--- config.mk ---
export PLATFORM = sky130hd
export DESIGN_NAME = mqw_write_port
export DESIGN_NICKNAME = d
export VERILOG_FILES = /design/src/rtl/mqw_pkg.sv /design/src/rtl/mqw_select.sv /design/src/rtl/mqw_qstate.sv /design/src/rtl/mqw_wreq.sv /design/src/rtl/mqw_write_port.sv
export SDC_FILE = /design/constraint.sdc
export NUM_CORES = 1
export LEC_CHECK = 0
export ABC_AREA = 1
export BUFFER_PORTS_ARGS = -buffer_cell sky130_fd_sc_hd__buf_2
export CAP_MARGIN = 20
export CORE_MARGIN = 1.5
export CORE_UTILIZATION = 49
export DETAILED_ROUTE_END_ITERATION = 12
export GPL_TIMING_DRIVEN = 0
export PLACE_DENSITY = 0.84
export SYNTH_ARGS = -nofsm -noshare
export SYNTH_HDL_FRONTEND = slang
export SYNTH_SLANG_ARGS = --single-unit
--- constraint.sdc ---
create_clock -name clk -period 2.6 [get_ports clk]
set_clock_uncertainty 0.1 [all_clocks]
set_input_delay 0.13 -clock clk [delete_from_list [all_inputs] [get_ports clk]]
set_output_delay 0.13 -clock clk [all_outputs]
set_load 0.02 [all_outputs]
--- src/rtl/mqw_pkg.sv ---
package mqw_pkg;

    // Outcome of a selection-strobe cycle
    typedef enum logic [1:0] {
        SEL_IDLE  = 2'd0,
        SEL_TAKE  = 2'd1,
        SEL_CLASH = 2'd2,
        SEL_EARLY = 2'd3
    } sel_act_e;

    // Decide what a cycle does to the queue selection
    function automatic sel_act_e classify_sel(
        input logic sel_en,
        input logic flag_sel,
        input logic cfg_done
    );
        if (!sel_en)        return SEL_IDLE;
        else if (flag_sel)  return SEL_CLASH;
        else if (!cfg_done) return SEL_EARLY;
        else                return SEL_TAKE;
    endfunction

    // Whether a write enable turns into an accepted write
    function automatic logic write_accept(
        input logic wr_en,
        input logic cfg_done,
        input logic q_full
    );
        return wr_en && cfg_done && !q_full;
    endfunction

endpackage

--- src/rtl/mqw_select.sv ---
module mqw_select #(
    parameter int Q_W = 2
) (
    input  logic           clk,
    input  logic           rst,
    input  logic           cfg_done,
    input  logic           sel_en,
    input  logic           flag_sel,
    input  logic [Q_W-1:0] sel_addr,
    output logic [Q_W-1:0] cur_q,
    output logic           rule_err
);
    import mqw_pkg::*;

    sel_act_e act;

    always_comb act = classify_sel(sel_en, flag_sel, cfg_done);

    always_ff @(posedge clk) begin
        if (rst) begin
            cur_q    <= '0;
            rule_err <= 1'b0;
        end else begin
            unique case (act)
                SEL_TAKE:  cur_q    <= sel_addr;
                SEL_CLASH: rule_err <= 1'b1;
                SEL_EARLY: rule_err <= 1'b1;
                default:   ;
            endcase
        end
    end
endmodule

--- src/rtl/mqw_qstate.sv ---
module mqw_qstate #(
    parameter int NUM_Q = 4,
    parameter int DEPTH = 16,
    localparam int Q_W   = (NUM_Q > 1) ? $clog2(NUM_Q) : 1,
    localparam int PTR_W = (DEPTH > 1) ? $clog2(DEPTH) : 1,
    localparam int CNT_W = $clog2(DEPTH + 1)
) (
    input  logic             clk,
    input  logic             rst,
    input  logic             acc,
    input  logic [Q_W-1:0]   acc_q,
    input  logic [NUM_Q-1:0] rel,
    output logic [PTR_W-1:0] ptr [NUM_Q],
    output logic [NUM_Q-1:0] full_vec
);
    localparam logic [CNT_W-1:0] CNT_FULL = CNT_W'(DEPTH);

    for (genvar g = 0; g < NUM_Q; g++) begin : g_q
        logic [CNT_W-1:0] cnt;
        logic             inc;
        logic             dec;

        always_comb begin
            inc = acc && (acc_q == Q_W'(g));
            dec = rel[g] && (cnt != '0);
        end

        always_ff @(posedge clk) begin
            if (rst) begin
                ptr[g] <= '0;
                cnt    <= '0;
            end else begin
                if (inc) ptr[g] <= ptr[g] + 1'b1;
                if (inc && !dec)      cnt <= cnt + 1'b1;
                else if (dec && !inc) cnt <= cnt - 1'b1;
            end
        end

        assign full_vec[g] = (cnt == CNT_FULL);
    end
endmodule

--- src/rtl/mqw_wreq.sv ---
module mqw_wreq #(
    parameter int Q_W    = 2,
    parameter int PTR_W  = 4,
    parameter int DATA_W = 36
) (
    input  logic              clk,
    input  logic              rst,
    input  logic              acc,
    input  logic [Q_W-1:0]    acc_q,
    input  logic [PTR_W-1:0]  acc_ptr,
    input  logic [DATA_W-1:0] acc_data,
    output logic              req_we,
    output logic [Q_W-1:0]    req_q,
    output logic [PTR_W-1:0]  req_ptr,
    output logic [DATA_W-1:0] req_data
);
    always_ff @(posedge clk) begin
        if (rst) begin
            req_we   <= 1'b0;
            req_q    <= '0;
            req_ptr  <= '0;
            req_data <= '0;
        end else begin
            req_we <= acc;
            if (acc) begin
                req_q    <= acc_q;
                req_ptr  <= acc_ptr;
                req_data <= acc_data;
            end
        end
    end
endmodule

--- src/rtl/mqw_write_port.sv ---
module mqw_write_port #(
    parameter int NUM_Q  = 4,
    parameter int DEPTH  = 16,
    parameter int DATA_W = 36,
    localparam int Q_W   = (NUM_Q > 1) ? $clog2(NUM_Q) : 1,
    localparam int PTR_W = (DEPTH > 1) ? $clog2(DEPTH) : 1
) (
    input  logic              clk,
    input  logic              rst,
    input  logic              cfg_done,
    input  logic              sel_en,
    input  logic [Q_W-1:0]    sel_addr,
    input  logic              flag_sel,
    input  logic              wr_en,
    input  logic [DATA_W-1:0] wr_data,
    input  logic [NUM_Q-1:0]  q_release,
    output logic [Q_W-1:0]    cur_q,
    output logic              full,
    output logic              rule_err,
    output logic              req_we,
    output logic [Q_W-1:0]    req_q,
    output logic [PTR_W-1:0]  req_ptr,
    output logic [DATA_W-1:0] req_data
);
    import mqw_pkg::*;

    logic [PTR_W-1:0] ptr [NUM_Q];
    logic [NUM_Q-1:0] full_vec;
    logic             acc;

    mqw_select #(.Q_W(Q_W)) u_sel (
        .clk      (clk),
        .rst      (rst),
        .cfg_done (cfg_done),
        .sel_en   (sel_en),
        .flag_sel (flag_sel),
        .sel_addr (sel_addr),
        .cur_q    (cur_q),
        .rule_err (rule_err)
    );

    // Full of the currently selected queue; accept uses the pre-edge selection
    always_comb begin
        full = full_vec[cur_q];
        acc  = write_accept(wr_en, cfg_done, full);
    end

    mqw_qstate #(.NUM_Q(NUM_Q), .DEPTH(DEPTH)) u_qs (
        .clk      (clk),
        .rst      (rst),
        .acc      (acc),
        .acc_q    (cur_q),
        .rel      (q_release),
        .ptr      (ptr),
        .full_vec (full_vec)
    );

    mqw_wreq #(.Q_W(Q_W), .PTR_W(PTR_W), .DATA_W(DATA_W)) u_req (
        .clk      (clk),
        .rst      (rst),
        .acc      (acc),
        .acc_q    (cur_q),
        .acc_ptr  (ptr[cur_q]),
        .acc_data (wr_data),
        .req_we   (req_we),
        .req_q    (req_q),
        .req_ptr  (req_ptr),
        .req_data (req_data)
    );
endmodule

==> run summary, run 1 <==
The run finished, with violations left. The checks that failed: negative setup slack. Yosys attributes the largest share of cell area to sky130_fd_sc_hd__dfxtp_1 40%, sky130_fd_sc_hd__nand2_1 14%, sky130_fd_sc_hd__a21oi_1 8.5%. The number of standard-cell rows in the floorplan came out at 33.

The global-route usage over all layers came out at 0.253. Cell type with the highest aggregate area in the netlist: sky130_fd_sc_hd__dfxtp_1. For the initial antenna violation count, the log shows 0.

For the worst flop-to-flop path, the logic depth is 17. The effective utilization at floorplan was 0.501. The max-cap violation count was 0; the layout net count was 783. Data on the critical path is required at its endpoint by 2780 ps. The startpoint identified for the worst hold timing path is cfg_done.

The routed via count is 4240, and the final-report setup violation count is 4. The most instantiated flip-flop cell in the synthesis netlist was sky130_fd_sc_hd__dfxtp_1. Summed over all nets, the switching power comes to 0.00178 W. Category of the worst setup path launch point: a register. The tools report the number of primary I/O pins as 95.

The switching power share of the total is 0.388. Post-route DRC violation count: 0. The die is 94.2 um tall. Clock edge transition at the registers on the reported setup and hold paths: 90 ps.

The part of the power in registers is 0.354. The worst-margin pin slew was 603 ps. The number of iterations in the first detailed-routing pass was 5; the width of the die was 94.2 um. The fraction of power consumed by combinational cells is 0.429, and the layout overhead on the synthesized area is 38.1%. Synthesis produced a netlist whose cell count is 551.

Including well taps, the total number of placed cells is 749. The critical path data arrival time was 2810 ps. The HPWL after detailed placement is 7130 um. The cell area that synthesis handed to floorplanning was 0.00407 mm^2. The tree is rooted in a sky130_fd_sc_hd__clkbuf_8. The number of global-route vias before repair is 3971. The internal power of the cells totals 0.00281 W. The number of antenna diodes in the final layout is 0. Counting instances, the worst hold path has a depth of 3. The run gives 0.598 as the worst max-slew margin expressed relative to the limit. The run gives 16 as the largest net degree at the start of global routing.

The tools report the wire length of the first global-routing pass as 17700 um. For the peak supply drop, the log shows 524 uV. The most common cell in the synthesized netlist is sky130_fd_sc_hd__nand2_1. The tools report the maximum clock insertion buffer count as 2. By count the netlist is led by 153 x sky130_fd_sc_hd__nand2_1, 82 x sky130_fd_sc_hd__dfxtp_1, 69 x sky130_fd_sc_hd__a21oi_1, 62 x sky130_fd_sc_hd__inv_1, 40 x sky130_fd_sc_hd__nor2_1. Counting flops with a built-in enable in the synthesized netlist gives 0.

The final period utilization is 1.01, and the number of distinct standard cells referenced by the synthesized netlist is 28. Counting I/O delays and the setup requirement, the final critical path takes 2630 ps. Excluding fillers, the count of instances in the completed layout stands at 819.

The top fanout value on the critical path came out at 8. The tools report the endpoint of the worst register-to-register path as u_qs.g_q[3].cnt[4]. The share of the synthesized area in the top cell type is 0.403, and the average cell area after synthesis is 7.39 um^2. The worst setup path is of the register to register kind.

Across all register-to-register paths, the minimum setup slack is -30 ps. TritonCTS created 9 clock buffers. After the first detailed-routing iteration, the DRC count stood at 278. The clock network fraction of design power was 0.217; the share of flip-flops with an asynchronous set or reset was 0. The routed wire length per instance was 14.4 um; the core area was 0.00813 mm^2. The smallest setup slack after layout came out at -29.1 ps. The area of the die was 0.00887 mm^2. For the worst-skew pair, the clock arrives at the later sink with an insertion delay of 350 ps. The congestion estimate from routability-driven global placement came to 0.891. The sequential share of the synthesized area was 0.403; the hold violation count in the final report was 0. The logs give 0 for the count of yosys warnings during synthesis and 2.66 nW for the static leakage.

The worst min-delay path category was input port to register. The endpoint kind of the worst setup timing path is a register. The share of post-route cells with drive strength above 1 is 0.262, and the maximum level of the CTS H-tree is 3. The run gives 82 as the sink count of the clock tree. The logs give 11800 um for the post-detailed-routing wire length and 0 for the number of nets still failing antenna checks after routing. The worst register-to-register path begins at u_sel.cur_q[1]. Setup repair after global routing could not meet its margin everywhere.

Dividing total power by cell area gives a power density of 816 mW/mm^2. The logs give 0 for the global route total overflow and 0.380 GHz for the highest clock frequency the design can meet. The run gives 0.691 as the final standard cell utilization of the core. Buffers placed on the I/O ports in this run total 93.

TritonCTS built the clock tree. Synthesis inferred 82 register bits. The number of nets in the synthesized netlist was 625; the number of pins with negative max-slew slack in the final report was 0. The worst hold path terminates at u_sel.cur_q[1].

The vias per cell came out at 5.18.
==> routing by layer <==
metal	vias up	routed length, um	part of all wire	global-route usage
li1	2090	-	-	-
met1	1939	4770	0.41	0.282
met2	171	5970	0.51	0.439
met3	40	609	0.052	0.0663
met4	0	417	0.035	0.129
met5	-	0	0	0
==> cells by family (layout without fill, tap and decap cells) <==
logic type               count (synthesis)  after routing  synth area share
AND/OR/NAND/NOR                        240            240             0.255
AO/OA/AOI/OAI                           96             96             0.122
buffers and inverters                   90            253            0.0958
flip-flops                              82             82             0.403
adder cells (fa/ha/maj)                 26             26            0.0873
XOR/XNOR                                17             17            0.0366
==> layout by cell type, fill, tap and decap left out, drive strengths merged, types with 3 or more instances in the layout <==
master and instances:
nand2 158, buf 119, dfxtp 82, a21oi 69, inv 65, nor2 42
dlygate4sd3 40, ha 22, clkbuf 22, o21ai 20, nand3 19, nand4 18
xor2 14, fa 4, clkinvlp 3, xnor2 3, a31oi 3, clkinv 3
==> flip-flops by register name (all words and copies together) (netlist names) <==
register / flops
u_req.req_we: 1
u_sel.rule_err: 1
u_req.req_data: 36
u_req.req_ptr: 4
u_req.req_q: 2
u_qs.g_q.cnt: 20
u_sel.cur_q: 2
u_qs.ptr: 16
==> power groups by stage <==
stage | logic [W] | clock network [W] | registers (W)
finish | 0.00197 | 0.000998 | 0.00162
global route | 0.00220 | 0.00107 | 0.00164
CTS | 0.00171 | 0.00101 | 0.00159
detailed placement | 0.00157 | 0 | 0.00161
global placement | 0.00148 | 0 | 0.00160
floorplan | 0.00117 | 0 | 0.00164
==> metrics by stage <==
stage | setup TNS [ps] | hold WS (ps) | power (W) | instance area [um^2] | setup WS, ps
3_3_place_gp | -1170 | 275 | 0.00308 | 4700 | -284
2_1_floorplan | -48.0 | 173 | 0.00281 | 4100 | -48.0
4_1_cts | 0 | 24.2 | 0.00430 | 5410 | 3.02
6_report | -63.5 | 46.0 | 0.00459 | 5620 | -29.1
5_1_grt | -1250 | 52.9 | 0.00491 | 5620 | -230
3_5_place_dp | -1470 | 285 | 0.00318 | 4700 | -319
==> critical path: stages, from the launching register on <==
cell and delay [ps]:
sky130_fd_sc_hd__dfxtp_4 450, sky130_fd_sc_hd__inv_4 50, sky130_fd_sc_hd__nand2_4 80, sky130_fd_sc_hd__nor2_2 30
sky130_fd_sc_hd__nand2_1 80, sky130_fd_sc_hd__nand2_2 100, sky130_fd_sc_hd__nor2_8 210, sky130_fd_sc_hd__nand3_4 120
sky130_fd_sc_hd__inv_4 110, sky130_fd_sc_hd__ha_4 160, sky130_fd_sc_hd__clkinvlp_4 180, sky130_fd_sc_hd__ha_4 290
sky130_fd_sc_hd__nand2_2 80, sky130_fd_sc_hd__nand2_2 60, sky130_fd_sc_hd__a21oi_2 120, sky130_fd_sc_hd__xor2_1 150
sky130_fd_sc_hd__nand2_1 70, sky130_fd_sc_hd__a21oi_1 120
==> worst max-delay path by stage <==
stage          slack [ps]                from  depth (start not counted)                 end
2_1_floorplan         -50      u_sel.cur_q[0]                         20  u_qs.g_q[0].cnt[4]
3_3_place_gp         -280      u_sel.cur_q[1]                         22  u_qs.g_q[0].cnt[4]
3_5_place_dp         -320      u_sel.cur_q[1]                         22  u_qs.g_q[0].cnt[4]
4_1_cts                 3      u_sel.cur_q[1]                         18  u_qs.g_q[3].cnt[4]
5_1_grt              -230  u_qs.g_q[0].cnt[0]                         20  u_qs.g_q[1].cnt[4]
6_report              -30      u_sel.cur_q[1]                         17  u_qs.g_q[3].cnt[4]
==> what timing repair did <==
action / in CTS / in global routing
buffers inserted: 6 / 10
resized for setup: 18 / 35
endpoints found under the hold margin: 39 / 0
pin swaps: 4 / 10
setup endpoints to repair: 10 / 9
hold buffers: 40 / 0
==> layout make-up <==
cell class / count / area, um^2
Tap cell: 105 / 131
Inverter: 66 / 268
Sequential cell: 82 / 1650
Buffer: 22 / 126
Multi-Input combinational cell: 379 / 2240
Fill cell: 588 / 2510
Clock buffer: 10 / 149
Timing Repair Buffer: 149 / 986
Clock inverter: 6 / 71.3
No activity file was read; power rests on OpenSTA's default activity.
==> run 2: changes to the inputs <==
Settings changed: GPL_TIMING_DRIVEN 0 to 1.
==> run 2 against run 1 <==
The run now ends clean. Clock power grew 8%. Power grew 2.4%. Largest cell class unchanged. Critical endpoint unchanged. Wire length shrank 0.22%. Die area is the same.
==> run summary, run 2 (synthesis gave the netlist of run 1 again) <==
The run finished with clean final reports. Summed over all cells, the static leakage comes to 2.65 nW. The area of placed instances was 0.00473 mm^2; the fraction of power consumed by combinational cells was 0.427.

More flip-flops sit in one register than any other, and that register is u_req.req_data. The width of the die is 94.2 um, and the global-route usage over all layers is 0.245. In the routed design, unresolved DRC markers number 0. The run gives 360 ps as the clock latency at the later pin of the worst-skew pair. Summed over all nets, the switching power comes to 0.00181 W. Total area of sequential cells: 0.00166 mm^2. Using the TritonRoute via totals, the vias-per-cell ratio works out to 5.32.

The final-report setup violation count was 0. The type of the setup path with the least slack is register to register. The final period utilization was 1.00; the layout net count was 772. From bottom edge to top edge, the die measures 94.2 um. The HPWL after detailed placement is 6860 um. For the hold violation count in the final report, the log shows 0. TritonCTS created 9 clock buffers.

The tools report the number of iterations in the first detailed-routing pass as 5. Based on the critical path, the design can be clocked at up to 0.385 GHz. The wire length of the first global-routing pass is 17300 um. After routing, the total negative slack on setup checks comes to 0 ps.

The worst max-slew margin expressed relative to the limit is 0.496. Data on the critical path arrives at its endpoint at 2790 ps. Counting along the longest clock path gives a buffer depth of 2.

STA classifies the critical path endpoint as a register. The logs give 0 for the number of pins with negative max-slew slack in the final report and 3 for the maximum level of the CTS H-tree. The share of post-route cells with drive strength above 1 is 0.269, and the largest net degree at the start of global routing is 59. The worst setup path is launched from a register.

In this run the clock root is driven by a sky130_fd_sc_hd__clkbuf_8. The final layout contains routed wiring with a total length of 11700 um. The clock edge transition at the registers on the reported setup and hold paths is 90 ps.

The area of the die was 0.00887 mm^2. VDD sags by at most 358 uV. Before CTS, the worst setup slack after placement is -31.1 ps.

Shortest period the worst path allows: 2600 ps. The multi-input combinational cells in the finished layout cover a total of 0.00224 mm^2. Power spread over the standard cell area amounts to 841 mW/mm^2. Clock network fraction of design power: 0.230. After the first detailed-routing iteration, the DRC count stood at 234. The layout overhead on the synthesized area was 37.3%. Routability congestion estimate from global placement: 0.884. The initial antenna violation count came out at 0.

Buffers placed on the I/O ports in this run total 94. In this run, placement finished with an instance count of 747. The clock net in this run drives a total of 82 sinks. After layout, the worst setup slack is 0.136 ps.

The largest registers in the layout are u_req.req_data x36, u_qs.g_q.cnt x20, u_qs.ptr x16. The detailed router placed 4295 vias in this run. The tool flagged a number of max-cap violations equal to 0. For the final design instance area without fill, the log shows 0.00559 mm^2. The floorplan has 33 rows. Hold timing on the final database bottoms out at a slack of 81.3 ps. The effective utilization at floorplan was 0.501. The core region is 0.00813 mm^2.

For flop-to-flop paths, the worst setup slack is 0.1 ps. In this run the remaining antenna-violating nets after routing total 0. The worst hold path belongs to the class input port to register. The register with the most flip-flops in the layout has 36 of them.

Global routing finished with a remaining overflow of 0. TritonCTS built the clock tree. Data on the critical path is required at its endpoint by 2790 ps. The logs give 0.00289 W for the design internal power and 0.343 for the part of the power in registers. The switching power share of the total was 0.386; the top fanout value on the critical path was 6. Setup repair after global routing could not meet its margin everywhere.

In the layout the commonest cells are 148 x sky130_fd_sc_hd__nand2_1, 94 x sky130_fd_sc_hd__buf_2, 74 x sky130_fd_sc_hd__dfxtp_1. The number of global-route vias before repair is 4026. The number of primary I/O pins was 95; the routed wire length per instance was 14.5 um. Counting the fill cells in the layout gives 574.

Excluding fillers, the count of instances in the completed layout stands at 808. The worst-margin pin slew came out at 754 ps. Number of antenna repair diodes: 0.

The library cell used most frequently in the layout, excluding fill and tap cells, is sky130_fd_sc_hd__nand2_1.
-- run 2: timing repair --
action | in CTS | in global routing
hold buffers | 40 | 0
pin swaps | 1 | 15
setup buffers | 2 | 3
hold endpoints to repair | 39 | 0
resized for setup | 8 | 41
setup endpoints to repair | 5 | 9
-- run 2: final timing paths --
path / start / end / cells past startpoint
worst max-delay path: u_sel.cur_q[1] / u_qs.g_q[3].cnt[4] / 17
worst min-delay path: flag_sel / u_sel.cur_q[0] / 4
worst max register to register: u_sel.cur_q[1] / u_qs.g_q[3].cnt[4] / 17
worst min register to register: u_qs.g_q[0].cnt[0] / u_qs.g_q[0].cnt[0] / 1
-- run 2: power groups by stage --
stage	clock, W	sequential (W)	combinational [W]
global route	0.00114	0.00164	0.00222
floorplan	0	0.00164	0.00117
finish	0.00108	0.00161	0.00201
CTS	0.00109	0.00158	0.00176
detailed placement	0	0.00160	0.00167
global placement	0	0.00160	0.00156
-- run 2: critical path: stages (launching register included) --
cell and delay [ps]:
sky130_fd_sc_hd__dfxtp_4 420, sky130_fd_sc_hd__inv_2 60, sky130_fd_sc_hd__nand2_2 70, sky130_fd_sc_hd__nor2_2 40, sky130_fd_sc_hd__nand2_1 80, sky130_fd_sc_hd__nand2_2 100, sky130_fd_sc_hd__nor2_8 190, sky130_fd_sc_hd__nand3_2 110
sky130_fd_sc_hd__inv_2 120, sky130_fd_sc_hd__ha_4 170, sky130_fd_sc_hd__clkinvlp_4 210, sky130_fd_sc_hd__ha_4 280, sky130_fd_sc_hd__nand2_2 70, sky130_fd_sc_hd__nand2_2 60, sky130_fd_sc_hd__a21oi_2 120, sky130_fd_sc_hd__xor2_1 150
sky130_fd_sc_hd__nand2_1 60, sky130_fd_sc_hd__a21oi_1 120
-- run 2: final cells by class --
| class | instances | area share |
|---|---|---|
| multi-input combinational | 379 | 0.400 |
| sequential | 82 | 0.296 |
| tap | 105 | 0.0235 |
| clock buffer | 9 | 0.0222 |
| timing repair buffer | 160 | 0.193 |
| inverter | 66 | 0.0461 |
| clock inverter | 7 | 0.0190 |
-- run 2: through the flow --
| stage | power (W) | util |
|---|---|---|
| floorplan | 0.00281 | - |
| global placement | 0.00315 | 0.581 |
| detailed placement | 0.00327 | 0.581 |
| CTS | 0.00442 | 0.663 |
| global route | 0.00499 | 0.687 |
| finish | 0.00470 | 0.687 |
-- run 2: per-layer routing --
metal,part of all wire,global-route usage,vias up
li1,-,-,2071
met1,0.39,0.255,2049
met2,0.53,0.466,141
met3,0.048,0.0494,34
met4,0.032,0.109,0
met5,0,0,-
